File: config.mk
export PLATFORM = sky130hd
export DESIGN_NAME = pwr_seq_ctrl
export DESIGN_NICKNAME = d
export VERILOG_FILES = /design/src/rtl/pwr_seq_pkg.sv /design/src/rtl/pwr_wake_timer.sv /design/src/rtl/pwr_wake_sel.sv /design/src/rtl/pwr_clk_map.sv /design/src/rtl/pwr_seq_ctrl.sv
export SDC_FILE = /design/constraint.sdc
export NUM_CORES = 1
export LEC_CHECK = 0
export CELL_PAD_IN_SITES_DETAIL_PLACEMENT = 0
export CELL_PAD_IN_SITES_GLOBAL_PLACEMENT = 1
export CORE_UTILIZATION = 49
export CTS_BUF_LIST = sky130_fd_sc_hd__clkbuf_4 sky130_fd_sc_hd__clkbuf_8
export DETAILED_ROUTE_END_ITERATION = 7
export DONT_BUFFER_PORTS = 1
export PLACE_DENSITY = 0.82
export SLEW_MARGIN = 15
export SYNTH_ARGS = -nofsm -noshare
export SYNTH_HDL_FRONTEND = slang
export SYNTH_HIERARCHICAL = 1
export SYNTH_SLANG_ARGS = --single-unit
File: constraint.sdc
create_clock -name clk_i -period 5.3 [get_ports clk_i]
set_clock_uncertainty 0.15 [all_clocks]
set_input_delay 0.795 -clock clk_i [delete_from_list [all_inputs] [get_ports clk_i]]
set_output_delay 0.795 -clock clk_i [all_outputs]
set_load 0.005 [all_outputs]
File: src/rtl/pwr_seq_pkg.sv
package pwr_seq_pkg;

    typedef enum logic [1:0] {
        MODE_RUN   = 2'b00,
        MODE_IDLE  = 2'b01,
        MODE_SLEEP = 2'b10
    } pwr_mode_e;

    typedef enum logic [1:0] {
        ST_WARM,
        ST_RUN,
        ST_IDLE,
        ST_SLEEP
    } pwr_state_e;

    typedef struct packed {
        pwr_state_e state;
        pwr_mode_e  mode;
        pwr_mode_e  exited;
        logic       pll_en;
        logic       pll_conn;
    } pwr_ctx_t;

    typedef struct packed {
        logic cpu;
        logic periph;
        logic osc;
        logic irc_out;
        logic div_rst;
    } clk_ctl_t;

endpackage

File: src/rtl/pwr_wake_timer.sv
module pwr_wake_timer #(
    parameter int WAKE_CYCLES = 16
) (
    input  logic clk_i,
    input  logic rst_ni,
    input  logic load_i,
    input  logic osc_ready_i,
    output logic done_o
);
    localparam int CW = $clog2(WAKE_CYCLES + 1);
    localparam logic [CW-1:0] LOAD_VAL = CW'(WAKE_CYCLES);

    logic [CW-1:0] cnt_d, cnt_q;

    always_comb begin
        cnt_d = cnt_q;
        if (load_i) begin
            cnt_d = LOAD_VAL;
        end else if (cnt_q != '0) begin
            cnt_d = cnt_q - 1'b1;
        end
    end

    always_ff @(posedge clk_i or negedge rst_ni) begin
        if (!rst_ni) cnt_q <= LOAD_VAL;
        else         cnt_q <= cnt_d;
    end

    assign done_o = (cnt_q == '0) && osc_ready_i;

    AST_CNT_NO_WRAP: assert property (@(posedge clk_i) disable iff (!rst_ni)
        (cnt_q == '0 && !load_i) |=> (cnt_q == '0));

    AST_LOAD_FULL: assert property (@(posedge clk_i) disable iff (!rst_ni)
        load_i |=> (cnt_q == LOAD_VAL));

endmodule

File: src/rtl/pwr_wake_sel.sv
module pwr_wake_sel #(
    parameter int NIRQ = 8
) (
    input  logic [NIRQ-1:0] irq_i,
    input  logic [NIRQ-1:0] irq_en_i,
    input  logic [NIRQ-1:0] sleep_mask_i,
    output logic            idle_wake_o,
    output logic            sleep_wake_o
);
    logic [NIRQ-1:0] idle_hit, sleep_hit;

    for (genvar g = 0; g < NIRQ; g++) begin : g_line
        assign idle_hit[g]  = irq_i[g] & irq_en_i[g];
        assign sleep_hit[g] = irq_i[g] & sleep_mask_i[g];
    end

    assign idle_wake_o  = |idle_hit;
    assign sleep_wake_o = |sleep_hit;

endmodule

File: src/rtl/pwr_clk_map.sv
module pwr_clk_map
    import pwr_seq_pkg::*;
(
    input  pwr_state_e state_i,
    output clk_ctl_t   ctl_o
);
    always_comb begin
        ctl_o = '0;
        unique case (state_i)
            ST_WARM: begin
                ctl_o.osc     = 1'b1;
                ctl_o.irc_out = 1'b1;
                ctl_o.div_rst = 1'b1;
            end
            ST_RUN: begin
                ctl_o.cpu     = 1'b1;
                ctl_o.periph  = 1'b1;
                ctl_o.osc     = 1'b1;
                ctl_o.irc_out = 1'b1;
            end
            ST_IDLE: begin
                ctl_o.periph  = 1'b1;
                ctl_o.osc     = 1'b1;
                ctl_o.irc_out = 1'b1;
            end
            ST_SLEEP: begin
                ctl_o.div_rst = 1'b1;
            end
            default: ctl_o = '0;
        endcase
    end

endmodule

File: src/rtl/pwr_seq_ctrl.sv
module pwr_seq_ctrl
    import pwr_seq_pkg::*;
#(
    parameter int NIRQ        = 8,
    parameter int WAKE_CYCLES = 16
) (
    input  logic            clk_i,
    input  logic            rst_ni,
    input  logic            req_wr_i,
    input  logic [1:0]      req_mode_i,
    input  logic            cfg_wr_i,
    input  logic            cfg_pll_en_i,
    input  logic            cfg_pll_conn_i,
    input  logic [NIRQ-1:0] irq_i,
    input  logic [NIRQ-1:0] irq_en_i,
    input  logic [NIRQ-1:0] sleep_wake_mask_i,
    input  logic            osc_ready_i,
    output logic            cpu_clk_en_o,
    output logic            periph_clk_en_o,
    output logic            main_osc_en_o,
    output logic            irc_out_en_o,
    output logic            irc_pwr_en_o,
    output logic            rtc_osc_en_o,
    output logic            flash_en_o,
    output logic            pll_en_o,
    output logic            pll_connect_o,
    output logic            div_rst_o,
    output logic [1:0]      mode_o,
    output logic [1:0]      exit_mode_o
);
    localparam pwr_ctx_t CTX_RST = '{state: ST_WARM, mode: MODE_RUN,
                                     exited: MODE_RUN, pll_en: 1'b0,
                                     pll_conn: 1'b0};

    pwr_ctx_t ctx_d, ctx_q;
    logic     load_d;
    logic     timer_done, idle_wake, sleep_wake;
    clk_ctl_t ctl;

    pwr_wake_timer #(.WAKE_CYCLES(WAKE_CYCLES)) u_timer (
        .clk_i       (clk_i),
        .rst_ni      (rst_ni),
        .load_i      (load_d),
        .osc_ready_i (osc_ready_i),
        .done_o      (timer_done)
    );

    pwr_wake_sel #(.NIRQ(NIRQ)) u_wake (
        .irq_i        (irq_i),
        .irq_en_i     (irq_en_i),
        .sleep_mask_i (sleep_wake_mask_i),
        .idle_wake_o  (idle_wake),
        .sleep_wake_o (sleep_wake)
    );

    pwr_clk_map u_map (
        .state_i (ctx_q.state),
        .ctl_o   (ctl)
    );

    always_comb begin
        ctx_d  = ctx_q;
        load_d = 1'b0;
        unique case (ctx_q.state)
            ST_WARM: begin
                if (timer_done) ctx_d.state = ST_RUN;
            end
            ST_RUN: begin
                if (cfg_wr_i) begin
                    ctx_d.pll_en   = cfg_pll_en_i;
                    ctx_d.pll_conn = cfg_pll_en_i & cfg_pll_conn_i;
                end
                if (req_wr_i && req_mode_i == MODE_IDLE) begin
                    ctx_d.state = ST_IDLE;
                    ctx_d.mode  = MODE_IDLE;
                end else if (req_wr_i && req_mode_i == MODE_SLEEP) begin
                    ctx_d.state    = ST_SLEEP;
                    ctx_d.mode     = MODE_SLEEP;
                    ctx_d.pll_en   = 1'b0;
                    ctx_d.pll_conn = 1'b0;
                end
            end
            ST_IDLE: begin
                if (idle_wake) begin
                    ctx_d.state  = ST_RUN;
                    ctx_d.mode   = MODE_RUN;
                    ctx_d.exited = MODE_IDLE;
                end
            end
            ST_SLEEP: begin
                if (sleep_wake) begin
                    ctx_d.state  = ST_WARM;
                    ctx_d.mode   = MODE_RUN;
                    ctx_d.exited = MODE_SLEEP;
                    load_d       = 1'b1;
                end
            end
            default: ctx_d = CTX_RST;
        endcase
    end

    always_ff @(posedge clk_i or negedge rst_ni) begin
        if (!rst_ni) ctx_q <= CTX_RST;
        else         ctx_q <= ctx_d;
    end

    assign cpu_clk_en_o    = ctl.cpu;
    assign periph_clk_en_o = ctl.periph;
    assign main_osc_en_o   = ctl.osc;
    assign irc_out_en_o    = ctl.irc_out;
    assign div_rst_o       = ctl.div_rst;
    assign irc_pwr_en_o    = 1'b1;
    assign rtc_osc_en_o    = 1'b1;
    assign flash_en_o      = 1'b1;
    assign pll_en_o        = ctx_q.pll_en;
    assign pll_connect_o   = ctx_q.pll_conn;
    assign mode_o          = ctx_q.mode;
    assign exit_mode_o     = ctx_q.exited;

    AST_RUN_AFTER_READY: assert property (@(posedge clk_i) disable iff (!rst_ni)
        (ctx_q.state == ST_RUN && $past(ctx_q.state) == ST_WARM) |-> $past(osc_ready_i));

    AST_IDLE_WAKE_DIRECT: assert property (@(posedge clk_i) disable iff (!rst_ni)
        (ctx_q.state == ST_IDLE && idle_wake) |=> (cpu_clk_en_o && mode_o == MODE_RUN));

    AST_SLEEP_QUIET: assert property (@(posedge clk_i) disable iff (!rst_ni)
        (ctx_q.state == ST_SLEEP) |-> (!main_osc_en_o && !pll_en_o && !pll_connect_o && !cpu_clk_en_o));

    AST_SLEEP_EXIT_TIMED: assert property (@(posedge clk_i) disable iff (!rst_ni)
        (ctx_q.state == ST_SLEEP) |=> !cpu_clk_en_o);

    AST_WARM_MODE_CLEAR: assert property (@(posedge clk_i) disable iff (!rst_ni)
        (ctx_q.state == ST_WARM) |-> (mode_o == MODE_RUN));

    AST_IDLE_HOLD_REQ: assert property (@(posedge clk_i) disable iff (!rst_ni)
        (ctx_q.state == ST_IDLE && !idle_wake) |=> (ctx_q.state == ST_IDLE));

endmodule

# Word-level counts from Yosys, hierarchy flattened
# Cells that the tools add are included.
# W data, S select, Z words.
# totals
wordCells,69
regBits,13
# classes
n_bitwise,17
muxes,19
n_eq_ne,9
addsub,1
n_reduce_logical,17
# op_table
cell,count
$and A1 B1 Y1,17
$reduce_or A8 Y1,2
$mux W6,2
$mux W2,5
$mux W5,2
$mux W4,2
$pmux W2 S4,1
$reduce_and A4 Y1,2
$eq A2 B2 Y1 const B,3
$ne A2 B2 Y1 const B,3
$pmux W2 S3,1
$logic_not A5 Y1,1
$mux W1,5
$reduce_bool A5 Y1,1
$sub A5 B1 Y5 const B,1
$eq A2 B1 Y1 const B,2
$pmux W2 S2,1
$reduce_bool A2 Y1,2
$reduce_or A2 Y1,2
$logic_and A1 B1 Y1,3
$ne A3 B3 Y1 const B,1
$reduce_and A3 Y1,1
$reduce_bool A3 Y1,1
$reduce_or A3 Y1,1
$logic_not A2 Y1,1

# Depth between registers and ports, before layout
# depth
depth_word,5
depth_mapped,7

# Modules after synthesis
# Netlist, hierarchy kept.
# modules_own_cells
mod,area_per_inst_um2,cells_each,n_inst
pwr_seq_ctrl,486.7,49,1
pwr_wake_timer,260.2,27,1
pwr_wake_sel,72.6,10,1
pwr_clk_map,43.8,6,1

# Least setup slack after synthesis
# Ideal clock, no wire load.
# synth_timing
path_type,input to register
from,input sleep_wake_mask_i[2]
to,register ctx_q (netlist bit mode_o[0])
path_slack_ns,3.396
setup_time_ns,0.066
required_ns,5.084
path_stages,5
arrival_time_ns,1.688
cell_sequence,a22oi_1 -> nand4_1 -> mux2_4 -> a32oi_2 -> a22o_1
# synth_between
elab_chain_len,4
# synth_rtl
item,line_no,text
start: declaration,pwr_seq_ctrl.sv:16,"input logic [NIRQ-1:0] sleep_wake_mask_i,"
$and A1 B1 Y1,pwr_wake_sel.sv:14,assign sleep_hit[g] = irq_i[g] & sleep_mask_i[g];
$reduce_or A8 Y1,pwr_wake_sel.sv:18,assign sleep_wake_o = |sleep_hit;
net sleep_wake,pwr_seq_ctrl.sv:37,"logic timer_done, idle_wake, sleep_wake;"
$ne A2 B2 Y1 (no line),n/a,
$reduce_and A4 Y1 (no line),n/a,
end signal: assignment,pwr_seq_ctrl.sv:104,else ctx_q <= ctx_d;
end: declaration,pwr_seq_ctrl.sv:35,"pwr_ctx_t ctx_d, ctx_q;"
# The timed path passes the listed nets, and every way through them passes these cells.
# A chain may end at the register's enable or synchronous reset.

# Worst setup path in the final report
# layout_timing
from,register ctx_q[7] (netlist name)
to,output periph_clk_en_o
# layout_between
elab_chain_len,3
word_cells_on_any_way,4
classes_between,2 x eq/ne; 1 x mux; 1 x reduce/logical
# layout_rtl
item,line_no,text
$eq A2 B2 Y1 / $eq A2 B1 Y1 (equally long branches),pwr_clk_map.sv:9,unique case (state_i)
$reduce_or A2 Y1 (no line) *,n/a,
$mux W1 *,pwr_clk_map.sv:9,
end: declaration,pwr_seq_ctrl.sv:19,"output logic periph_clk_en_o,"
# Every way passes the cells marked *; elsewhere a longest branch is shown, timed or not.

==> results_dict.tcl <==
set metrics [dict create \
    outcome "finished, violations left" \
    failed_checks "DRC" \
    seqCellArea_um2 327 \
    critical_path.cell_chain "inv_1 -> ha_1 -> inv_1" \
    cts_htree_levels 1 \
    grtUsageMet2_pct 25.4 \
    nNetsFinal 125 \
    drive_above_1_share_pct 11.4 \
    power_mw 0.403 \
    ctsResizeCount 0 \
    yosysWarnings 6 \
    synth_most_common_cell "dfrtp_1" \
    synth-seq-cells 13 \
    ys_types 34 \
    ctsHoldBuffers 0 \
    synth_top_area_cell "dfrtp_1" \
    cts_max_path_buffers 2 \
    slew_violations 0 \
    maxCapViolCount 0 \
    die_height_um 44.0 \
    async_flop_share_pct 100 \
    ys_seq_area_share_pct 37.8 \
    cts_tree "built" \
    setup_tns_ps 0 \
    ios 47 \
    stdcell_count 104 \
    synthCells 92 \
    synth_area_leaders "dfrtp_1 (35%), buf_4 (7.8%), a22oi_1 (7.0%)" \
    dp_cells 100 \
    setup_viol 0 \
    grt_use_total_pct 15.7 \
    routabilityCongestion 0.723 \
    drt_iter0_drc 11 \
    synth_ff_type "dfrtp_1" \
    final_hold_viol_count 0 \
    period_share_pct 43.9 \
    drcViolationCount 1 \
    rsz0062_at_grt "false" \
    numPortBuffers 0 \
    grt_pass1_vias 548 \
    cellLeakagePower_nw 0.423 \
    syn_area_um2 863 \
    synth_top_area_share_pct 34.8 \
    syn2layout_area_growth_pct -1.74 \
    via_per_inst 5.98 \
    wl_per_cell_um 14.5 \
    multi_input_area_um2 430 \
    start_util_pct 54.8 \
    dieArea_um2 1930 \
    clk_pin_slew_worst_paths_ps 80 \
    place_hpwl_mm 1.19 \
    overflow 0 \
    clock.fmax_ghz 0.430 \
    power.density_nw_per_um2 476 \
    cp_slowest_stage_delay_ps 640 \
    cts_setup_buffers 0 \
    root_buffer "clkbuf_4" \
    cp.required_ps 4360 \
    n_antenna_cell 0 \
    start_kind "flop" \
    antenna_found_initial 0 \
    clock-sinks 13 \
    crit_arrival_ps 1380 \
    grt_use_met1_pct 19.1 \
    crit_fanout 13 \
    hold-worst-slack_ps 62.9 \
    insertion_delay_ps 270 \
    ir_worst_vdd_uv 192 \
    worstSetupPathType "flop to primary output" \
    grtUsageMet3_pct 3.33 \
    drtPass1Iterations 8 \
    cts_buffers 3 \
    min_period_ps 2330 \
    synth.avg_cell_area_um2 9.38 \
    rows 14 \
    endpoint_kind "primary output" \
    grt_max_degree 14 \
    synth_edf_count 0 \
    cp_slowest_cell "dfrtp_1" \
    cpMostUsedCell "inv_1" \
    holdCritPathClass "primary input to asynchronous set/reset pin" \
    grt-busiest-layer "met2" \
    grt_pass1_wl_mm 2.17 \
    vias 622 \
    drtAntennaViolNets 0 \
    synthTopCellsByCount "dfrtp_1 (12), inv_1 (11), buf_4 (9), a22oi_1 (8), nand2_1 (6)" \
    core-area_um2 1580 \
    fill_cells 138 \
    die_x_um 44.0 \
    routed_wl_mm 1.51 \
]
kinds of logic after synthesis:
| group | count (synthesis) | share of synthesized area (%) |
|---|---|---|
| XOR/XNOR | 2 | 2.03 |
| buffers and inverters | 21 | 13.2 |
| multiplexers | 2 | 2.90 |
| flip-flops | 13 | 37.8 |
| adder cells (fa/ha/maj) | 3 | 4.35 |
| AO/OA/AOI/OAI | 25 | 22.5 |
| other | 1 | 0.434 |
| AND/OR/NAND/NOR | 25 | 16.8 |
metal layers:
layer	vias up	routed length, µm
met2	37	672
met4	0	22
met5	-	0
li1	307	-
met3	2	120
met1	276	692
report_power, final:
part           internal [mW]  switching, mW
clock                 0.0342         0.0306
sequential             0.146         0.0453
combinational         0.0807         0.0672
total                  0.260          0.143
placed cells by master, fill, tap and decap left out, types with 2 or more instances in the layout:
cell      instances
nand4_1           3
dfrtp_1          12
nand3b_1          2
nand2_1           6
a21oi_1           4
clkbuf_4          4
inv_1            11
ha_1              3
conb_1            3
or2b_1            2
a22oi_1           8
a21o_1            3
a22o_1            3
nor2_1            5
worst max-delay path, delay by kind of cell, from the launching register on:
| kind | cells | cell delay [ps] |
|---|---|---|
| buf+inv | 2 | 170 |
| flops | 1 | 640 |
| fa+ha+maj | 1 | 310 |
layout make-up:
cell class              instances  share of cell area (%)
multi-input cells              60                    50.7
inverters                      11                    4.87
flip-flops and latches         13                    38.5
clock buffers                   4                    3.54
well taps                      16                    2.36
state kept, by name (all words and copies together) (netlist names):
| signal | cells |
|---|---|
| pll_connect_o | 1 |
| pll_en_o | 1 |
| exit_mode_o | 2 |
| mode_o | 2 |
| ctx_q | 2 |
| u_timer/cnt_q | 5 |
worst paths after layout:
| path | startpoint | end | slack [ps] | cells past startpoint |
|---|---|---|---|---|
| max in group asynchronous | rst_ni | u_timer/cnt_q[4]$_DFFE_PN1P_ | 4770 | 0 |
| max reg2reg | u_timer/cnt_q[0]$_DFFE_PN0P_ | ctx_q[6]$_DFFE_PN0P_ | 3450 | 6 |
| min | rst_ni | exit_mode_o[1]$_DFFE_PN0P_ | 60 | 0 |
| max | ctx_q[7]$_DFFE_PN0P_ | periph_clk_en_o | 2970 | 3 |
| min in group clk_i | u_timer/cnt_q[4]$_DFFE_PN1P_ | u_timer/cnt_q[4]$_DFFE_PN1P_ | 370 | 1 |
| min reg2reg | u_timer/cnt_q[4]$_DFFE_PN1P_ | u_timer/cnt_q[4]$_DFFE_PN1P_ | 370 | 1 |
through the flow:
step                      worst slack (ps)  area, µm²  util, %
after floorplan                       3400        871        -
after global placement                3300        818     51.9
after detailed placement              3280        818     51.9
after CTS                             2970        848     53.8
after global routing                  2890        848     53.8
final                                 2970        848     53.8
(Power assumes the default switching activity.)
